File: src/rtl/l2_agg_pkg.sv
package l2_agg_pkg;

  localparam int unsigned REG_ADDR_W = 3;

  localparam logic [REG_ADDR_W-1:0] OFS_ENABLE = 3'h0;
  localparam logic [REG_ADDR_W-1:0] OFS_STATUS = 3'h4;

  typedef enum logic [1:0] {
    SEL_NONE   = 2'd0,
    SEL_ENABLE = 2'd1,
    SEL_STATUS = 2'd2
  } reg_sel_e;

endpackage

File: src/rtl/l2_agg_rst_sync.sv
module l2_agg_rst_sync (
  input  logic clk,
  input  logic rst_n_async,
  output logic rst_n_sync
);

  logic [1:0] sync_q;
  logic [1:0] sync_d;

  always_comb begin
    sync_d = {sync_q[0], 1'b1};
  end

  always_ff @(posedge clk or negedge rst_n_async) begin
    if (!rst_n_async) begin
      sync_q <= 2'b00;
    end else begin
      sync_q <= sync_d;
    end
  end

  assign rst_n_sync = sync_q[1];

endmodule

File: src/rtl/l2_agg_regs.sv
module l2_agg_regs
  import l2_agg_pkg::*;
#(
  parameter int unsigned N_IN   = 32,
  parameter int unsigned ADDR_W = REG_ADDR_W
) (
  input  logic              clk,
  input  logic              rst_n,
  input  logic              bus_wr,
  input  logic              bus_rd,
  input  logic [ADDR_W-1:0] bus_addr,
  input  logic [N_IN-1:0]   bus_wdata,
  input  logic [N_IN-1:0]   irq_in,
  input  logic [N_IN-1:0]   conn_mask,
  output logic [N_IN-1:0]   en_q,
  output logic [N_IN-1:0]   status_q,
  output logic [N_IN-1:0]   bus_rdata
);

  reg_sel_e        sel;
  logic            en_ld;
  logic [N_IN-1:0] en_d;
  logic [N_IN-1:0] status_d;
  logic [N_IN-1:0] rdata_d;
  logic [N_IN-1:0] rdata_q;

  // address decode
  always_comb begin
    sel = SEL_NONE;
    if (bus_addr == ADDR_W'(OFS_ENABLE)) begin
      sel = SEL_ENABLE;
    end else if (bus_addr == ADDR_W'(OFS_STATUS)) begin
      sel = SEL_STATUS;
    end
  end

  // next state
  always_comb begin
    en_ld    = bus_wr && (sel == SEL_ENABLE);
    en_d     = bus_wdata;
    status_d = irq_in & conn_mask;
    case (sel)
      SEL_ENABLE: rdata_d = en_q;
      SEL_STATUS: rdata_d = status_q;
      default:    rdata_d = '0;
    endcase
  end

  // registers
  always_ff @(posedge clk or negedge rst_n) begin
    if (!rst_n) begin
      en_q <= '0;
    end else if (en_ld) begin
      en_q <= en_d;
    end
  end

  always_ff @(posedge clk or negedge rst_n) begin
    if (!rst_n) begin
      status_q <= '0;
    end else begin
      status_q <= status_d;
    end
  end

  always_ff @(posedge clk or negedge rst_n) begin
    if (!rst_n) begin
      rdata_q <= '0;
    end else if (bus_rd) begin
      rdata_q <= rdata_d;
    end
  end

  assign bus_rdata = rdata_q;

  AST_ENABLE_WRITE: assert property (@(posedge clk) disable iff (!rst_n)
    (bus_wr && bus_addr == ADDR_W'(OFS_ENABLE)) |=> (en_q == $past(bus_wdata)));

  AST_STATUS_WRITE_IGNORED: assert property (@(posedge clk) disable iff (!rst_n)
    (bus_wr && bus_addr == ADDR_W'(OFS_STATUS)) |=> $stable(en_q));

  AST_OTHER_ADDR_ZERO: assert property (@(posedge clk) disable iff (!rst_n)
    (bus_rd && bus_addr != ADDR_W'(OFS_ENABLE) && bus_addr != ADDR_W'(OFS_STATUS))
      |=> (bus_rdata == '0));

endmodule

File: src/rtl/l2_agg_route.sv
module l2_agg_route #(
  parameter int unsigned                       N_IN         = 32,
  parameter int unsigned                       N_GRP        = 2,
  parameter logic [N_GRP-1:0][N_IN-1:0]        MAP_MASK     = '0,
  parameter logic [N_IN-1:0]                   FWD_MASK     = '0,
  parameter logic [N_IN-1:0]                   AGG_CONN     = '0,
  parameter bit                                WAKE_CAPABLE = 1'b1
) (
  input  logic             clk,
  input  logic             rst_n,
  input  logic [N_IN-1:0]  irq_in,
  input  logic [N_IN-1:0]  en_q,
  output logic [N_GRP-1:0] grp_q,
  output logic [N_IN-1:0]  fwd_q,
  output logic             wake_q
);

  logic [N_IN-1:0]  agg_src;
  logic [N_GRP-1:0] grp_d;
  logic [N_IN-1:0]  fwd_d;
  logic             wake_d;

  // lines on the aggregated path: not forwarded, enabled, high
  always_comb begin
    agg_src = irq_in & en_q & ~FWD_MASK;
    fwd_d   = irq_in & FWD_MASK;
  end

  for (genvar k = 0; k < N_GRP; k++) begin : g_grp
    always_comb begin
      grp_d[k] = |(agg_src & MAP_MASK[k]);
    end

    AST_GRP_NEEDS_ENABLE: assert property (@(posedge clk) disable iff (!rst_n)
      grp_q[k] |-> $past(|(en_q & MAP_MASK[k] & ~FWD_MASK)));
  end

  if (WAKE_CAPABLE) begin : g_wake
    always_comb begin
      wake_d = |(agg_src & AGG_CONN);
    end
  end else begin : g_no_wake
    always_comb begin
      wake_d = 1'b0;
    end
  end

  always_ff @(posedge clk or negedge rst_n) begin
    if (!rst_n) begin
      grp_q  <= '0;
      fwd_q  <= '0;
      wake_q <= 1'b0;
    end else begin
      grp_q  <= grp_d;
      fwd_q  <= fwd_d;
      wake_q <= wake_d;
    end
  end

  AST_WAKE_NEEDS_GROUP: assert property (@(posedge clk) disable iff (!rst_n)
    wake_q |-> (|grp_q));

  AST_FWD_TRACKS_LEVEL: assert property (@(posedge clk) disable iff (!rst_n)
    ((fwd_q & ~$past(irq_in)) == '0));

  AST_FWD_OUTSIDE_MASK_QUIET: assert property (@(posedge clk) disable iff (!rst_n)
    ((fwd_q & ~FWD_MASK) == '0));

endmodule

File: src/rtl/l2_irq_aggregator.sv
module l2_irq_aggregator
  import l2_agg_pkg::*;
#(
  parameter int unsigned                N_IN         = 32,
  parameter int unsigned                N_GRP        = 2,
  parameter int unsigned                ADDR_W       = REG_ADDR_W,
  parameter logic [N_GRP-1:0][N_IN-1:0] MAP_MASK     = {32'h0000_0140, 32'h0000_0EB8},
  parameter logic [N_IN-1:0]            FWD_MASK     = 32'h0000_0007,
  parameter bit                         WAKE_CAPABLE = 1'b1
) (
  input  logic              clk,
  input  logic              rst_n,
  input  logic [N_IN-1:0]   irq_in,
  input  logic              bus_wr,
  input  logic              bus_rd,
  input  logic [ADDR_W-1:0] bus_addr,
  input  logic [N_IN-1:0]   bus_wdata,
  output logic [N_IN-1:0]   bus_rdata,
  output logic [N_GRP-1:0]  grp_irq,
  output logic [N_IN-1:0]   fwd_irq,
  output logic              wake_irq
);

  function automatic logic [N_IN-1:0] fold_maps();
    logic [N_IN-1:0] acc;
    acc = '0;
    for (int k = 0; k < N_GRP; k++) begin
      acc = acc | MAP_MASK[k];
    end
    return acc;
  endfunction

  localparam logic [N_IN-1:0] AGG_CONN  = fold_maps();
  localparam logic [N_IN-1:0] CONN_MASK = AGG_CONN | FWD_MASK;

  logic            rst_n_sync;
  logic [N_IN-1:0] en_q;
  logic [N_IN-1:0] status_q;

  l2_agg_rst_sync u_rst_sync (
    .clk         (clk),
    .rst_n_async (rst_n),
    .rst_n_sync  (rst_n_sync)
  );

  l2_agg_regs #(
    .N_IN   (N_IN),
    .ADDR_W (ADDR_W)
  ) u_regs (
    .clk       (clk),
    .rst_n     (rst_n_sync),
    .bus_wr    (bus_wr),
    .bus_rd    (bus_rd),
    .bus_addr  (bus_addr),
    .bus_wdata (bus_wdata),
    .irq_in    (irq_in),
    .conn_mask (CONN_MASK),
    .en_q      (en_q),
    .status_q  (status_q),
    .bus_rdata (bus_rdata)
  );

  l2_agg_route #(
    .N_IN         (N_IN),
    .N_GRP        (N_GRP),
    .MAP_MASK     (MAP_MASK),
    .FWD_MASK     (FWD_MASK),
    .AGG_CONN     (AGG_CONN),
    .WAKE_CAPABLE (WAKE_CAPABLE)
  ) u_route (
    .clk    (clk),
    .rst_n  (rst_n_sync),
    .irq_in (irq_in),
    .en_q   (en_q),
    .grp_q  (grp_irq),
    .fwd_q  (fwd_irq),
    .wake_q (wake_irq)
  );

  AST_STATUS_UNCONN_ZERO: assert property (@(posedge clk) disable iff (!rst_n_sync)
    $past(bus_rd && bus_addr == ADDR_W'(OFS_STATUS)) |-> ((bus_rdata & ~CONN_MASK) == '0));

  AST_UNCONN_NO_GROUP: assert property (@(posedge clk) disable iff (!rst_n_sync)
    ($past((irq_in & CONN_MASK) == '0)) |-> (grp_irq == '0 && fwd_irq == '0 && !wake_irq));

  AST_FWD_NOT_GROUPED: assert property (@(posedge clk) disable iff (!rst_n_sync)
    ($past((irq_in & ~FWD_MASK) == '0)) |-> (grp_irq == '0 && !wake_irq));

endmodule

File: config.mk
export PLATFORM = sky130hd
export DESIGN_NAME = l2_irq_aggregator
export DESIGN_NICKNAME = d
export VERILOG_FILES = /design/src/rtl/l2_agg_pkg.sv /design/src/rtl/l2_agg_rst_sync.sv /design/src/rtl/l2_agg_regs.sv /design/src/rtl/l2_agg_route.sv /design/src/rtl/l2_irq_aggregator.sv
export SDC_FILE = /design/constraint.sdc
export NUM_CORES = 1
export LEC_CHECK = 0
export ABC_AREA = 1
export ABC_CLOCK_PERIOD_IN_PS = 5400
export BUFFER_PORTS_ARGS = -buffer_cell sky130_fd_sc_hd__buf_4
export CAP_MARGIN = 20
export CORE_MARGIN = 2
export CORE_UTILIZATION = 31
export DETAILED_ROUTE_END_ITERATION = 8
export GPL_TIMING_DRIVEN = 0
export PLACE_DENSITY = 0.53
export SLEW_MARGIN = 20
export SYNTH_ARGS = -nofsm -noshare
export SYNTH_HDL_FRONTEND = slang
export SYNTH_HIERARCHICAL = 1
export SYNTH_SLANG_ARGS = --single-unit
export TNS_END_PERCENT = 1
File: constraint.sdc
create_clock -name clk -period 5.4 [get_ports clk]
set_clock_uncertainty 0.05 [all_clocks]
set_input_delay 0.27 -clock clk [delete_from_list [all_inputs] [get_ports clk]]
set_output_delay 0.27 -clock clk [all_outputs]
set_load 0.02 [all_outputs]
; ---- Yosys cells after proc, flatten, opt, wreduce, memory -nomap -nowiden
; Cells that the tools add are included.
[word_totals]
latch_bits = 0
regBits = 84
elab_cells = 19
mem_bits_rw = 0
mem_bits_ro = 0
out_inout_bits = 67
memories = 0
[op_classes]
n_addsub = 0
n_div = 0
eq_ne = 3
n_shift = 0
magnitude_cmp = 0
bitwise = 1
n_mul = 0
muxes = 3
reduce_logical = 5
[op_table]
columns = operator, n
row1 = one-hot mux 32 bit (2 select lines), 1
row2 = AND 12 bit, 1
row3 = OR reduction 9 bit, 1
row4 = OR reduction 7 bit, 1
row5 = 2-to-1 mux 2 bit, 2
row6 = "== test 3 bit, second input constant", 1
row7 = logical NOT 3 bit, 1
row8 = "== test 2 x 1 -> 1 bit, second input constant", 1
row9 = "== test 2 bit, second input constant", 1
row10 = OR reduction 2 bit, 1
row11 = logical AND 1 bit, 1

; ---- Depth between registers and ports, before layout
[depth]
ltp_word = 5
depth_mapped = 7
ltp_nobuf = 5

; ---- By module
; The synthesis kept the hierarchy.
[modules_own_cells]
columns = mod, seq_area_each_um2, area_each_um2, instances, cells_per_inst
row1 = l2_agg_regs, 2402.3, 4244.1, 1, 480
row2 = l2_agg_route, 150.1, 449.2, 1, 55
row3 = l2_agg_rst_sync, 50.0, 53.8, 1, 3
row4 = l2_irq_aggregator, 0.0, 7.5, 1, 2

; ---- Least setup slack after synthesis
; No wires, ideal clock.
[synth_path]
kind = input -> register
start = input port bus_addr[2]
end = register u_regs.rdata_q[11], in the netlist u_regs/bus_rdata[11]
cell_stages = 7
arrival_ps = 868
setup_slack_ps = 4365
cell_sequence = buf_2 > inv_4 > buf_4 > nand3_1 > nand2_1 > nand2_1 > nand2_1
[synth_via]
elab_chain_cells = 5
elab_cells_between_ends = 7
classes_between = eq/ne (3) / mux (3) / reduce/logical (1)
[synth_rtl]
columns = item, line
row1 = start: declaration, l2_irq_aggregator.sv:16  ; input logic [ADDR_W-1:0] bus_addr,
row2 = == test 3 bit, l2_agg_regs.sv:32  ; end else if (bus_addr == ADDR_W'(OFS_STATUS)) begin
row3 = 2-to-1 mux 2 bit, l2_agg_regs.sv:32
row4 = 2-to-1 mux 2 bit (*), l2_agg_regs.sv:30  ; if (bus_addr == ADDR_W'(OFS_ENABLE)) begin
row5 = == test 2 bit / == test 2 x 1 -> 1 bit (equally long branches), l2_agg_regs.sv:42  ; case (sel)
row6 = one-hot mux 32 bit (2 select lines) (*), l2_agg_regs.sv:42
row7 = end signal: assignment, l2_agg_regs.sv:70  ; rdata_q <= rdata_d;
row8 = end: declaration, l2_agg_regs.sv:25  ; logic [N_IN-1:0] rdata_q;
; Every way passes the cells marked *; elsewhere a longest branch is shown, timed or not.
; A chain may end at the register's enable or synchronous reset.

; ---- Final worst setup path
[layout_path]
start = register u_regs.rdata_q[2], in the netlist u_regs/bus_rdata[2]
end = output port bus_rdata[2]
[layout_rtl]
columns = item, line
row1 = end: declaration, l2_irq_aggregator.sv:18  ; output logic [N_IN-1:0] bus_rdata,
; No word-level cell between the ends.

==> metrics.txt <==
Final Critical Period=1.25 ns; CP peak stage delay=0.41 ns; Final period util=23.1%; Final Hold Fails=0; total CTS buffers=9; status=finished clean; Distinct cells, synth=17; Arr. time, crit path=0.93 ns; Final ANT Viol Nets=0; Die Wd=128 um; syn avg cell area=8.80 sq um; worst min path class=primary input to flip-flop; placed insts=893; Die Y=128 um; GR Util All Layers=14.5%; synth cell count leaders=nand2_1, dfrtp_1, buf_4, inv_1, nand3_1; CTS tree=yes; crit-path max FO=2; met2 wire len=5470 um; core area=15100 sq um; met3 WL=661 um; peak supply drop=0.140 mV; final instance area=6400 sq um; flops & latches, synth=104; Fmax achieved=802 MHz; starting density of the core=31.5%; Metal-1 WL=5090 um; final core utilization=42.4%; initial antenna violation count=0; synth warn=6; via count=3713; worst-margin pin slew=0.669 ns; post-synthesis async set-or-reset flop share=100%; H-Tree Depth=3; fillers=1538; Detailed Routing Iterations Pass 1=5; ys flop type=dfrtp_1; Longest Clk Path Bufs=2; synth top area cells=dfrtp_1, nand2_1, nand3_2; post_cts resized=0; final net count=791; max-cap violations=0; # IOs=138; clock sinks=104; Slew HR=55.4%; sequential share of the synthesized area=54.7%; RD Place Congestion=0.754; Req. time, crit path=5.08 ns; Gate Count Post-Synth=540; grt ovf=0; cell at the slowest stage of the critical path=dfrtp_1; Rows=45; vias in the first global route=3727; crit start category=flip-flop; LEAKAGE=3.80 nW; first-pass GRT wire length=18200 um; final WL=11400 um; fraction of layout cells with a size suffix above 1=29.2%; total power=0.00190 W; Die Area=16300 sq um; setup violators final=0; Worst-path clk slew=0.06 ns; share of the synthesized area in the top cell type=54.7%; Layout Cells excl Fill=913; area leader, netlist=dfrtp_1; WS Path Type=flip-flop to output port; DR WL/cell=12.4 um; DR iter-0 viols=132; Critical Path, Cell by Cell=buf_4; Slew Limit Fails=0; Remaining DRCs=0; Cell Area, Synth=4750 sq um; Post-synth EDFFs=0; RSZ-0062 raised after global routing=no; placed cell areas=6030 sq um; Root Buffer=clkbuf_16; power density cells=298 nW/um^2; Fin Setup TNS=0 ns; crit path buf inv count=1; element type at the critical path end=output port; IO buf count=106; area delta synth->final=34.6%; Via density=4.07; most numerous cell in the Yosys netlist=nand2_1; Top Layer Used=met4; ANT cells=0; largest net degree at the start of global routing=54; Clk Latency, worst-skew pair=0.34 ns; delay-heaviest family, CP=flip-flops; DPL Wire Length=8020 um
[flip-flops by register name (all words and copies together), names as in the netlist]
register	cells
u_regs/en_q	32
u_regs/bus_rdata	32
u_route/grp_q	2
u_regs/status_q	32
u_route/wake_q	1
u_rst_sync/sync_q	2
u_route/fwd_q	3
[final timing paths]
kind / start / to / slack [ns] / depth (start not counted)
worst max-delay path: u_regs/bus_rdata[2]$_DFFE_PN0P_ / bus_rdata[2] / 4.15 / 1
worst max register to register: u_rst_sync/sync_q[1]$_DFF_PN0_ / u_regs/en_q[17]$_DFFE_PN0P_ / 4.30 / 1
worst min register to register: u_rst_sync/sync_q[0]$_DFF_PN0_ / u_rst_sync/sync_q[1]$_DFF_PN0_ / 0.30 / 0
max in group asynchronous: u_rst_sync/sync_q[1]$_DFF_PN0_ / u_regs/en_q[17]$_DFFE_PN0P_ / 4.30 / 1
min in group asynchronous: rst_n / u_rst_sync/sync_q[1]$_DFF_PN0_ / 0.19 / 2
worst min-delay path: bus_wdata[4] / u_regs/en_q[4]$_DFFE_PN0P_ / 0.07 / 3
[repair_timing]
item / 4_1_cts / 5_1_grt
hold endpoints to repair: 5 / 0
hold buffers: 4 / 0
setup buffers: 0 / 0
[metrics by stage]
step	hold WS [ns]	setup WS, ns
detailed placement	0.00497	4.00
CTS	0.0485	4.14
finish	0.0668	4.15
global route	0.0553	4.12
global placement	0.00299	1.07
floorplan	-0.0756	2.24
[kinds of logic (layout without fill, tap and decap cells)]
kind of cell  count (synthesis)  count (layout)  synth area share [%]
simple gates                339             339                  32.2
flops                       104             104                  54.7
buf+inv                      93             220                  12.8
other cells                   4              62                 0.316
[power by group]
group / switching [W] / total [W] / internal, W
Sequential: 0.0000531 / 0.000910 / 0.000857
Combinational: 0.000163 / 0.000295 / 0.000132
Clock: 0.000280 / 0.000699 / 0.000419
Total: 0.000497 / 0.00190 / 0.00141
[metal layers]
layer	vias to the layer above	global-route usage, %
met5	-	0
met1	1697	18.6
met3	8	3.59
met4	0	4.46
met2	106	24.3
li1	1902	-
[placed cells by master (no fill, tap or decap), types with 5 or more instances in the layout]
| cell | count |
|---|---|
| buf_6 | 5 |
| inv_1 | 35 |
| nand3_2 | 30 |
| nand3_1 | 35 |
| nand2_1 | 270 |
| dfrtp_1 | 103 |
| conb_1 | 62 |
| buf_2 | 8 |
| buf_4 | 141 |
| clkbuf_16 | 9 |
[layout make-up]
| type | count | area, sq um | area share (%) |
|---|---|---|---|
| tap | 188 | 235 | 3.68 |
| sequential | 104 | 2610 | 40.7 |
| inverter | 37 | 141 | 2.21 |
| multi-input combinational | 401 | 1760 | 27.6 |
| buffer | 56 | 465 | 7.27 |
| clock inverter | 5 | 81.3 | 1.27 |
| timing repair buffer | 111 | 863 | 13.5 |
| clock buffer | 11 | 243 | 3.79 |
Power figures use the tool's default switching activity.
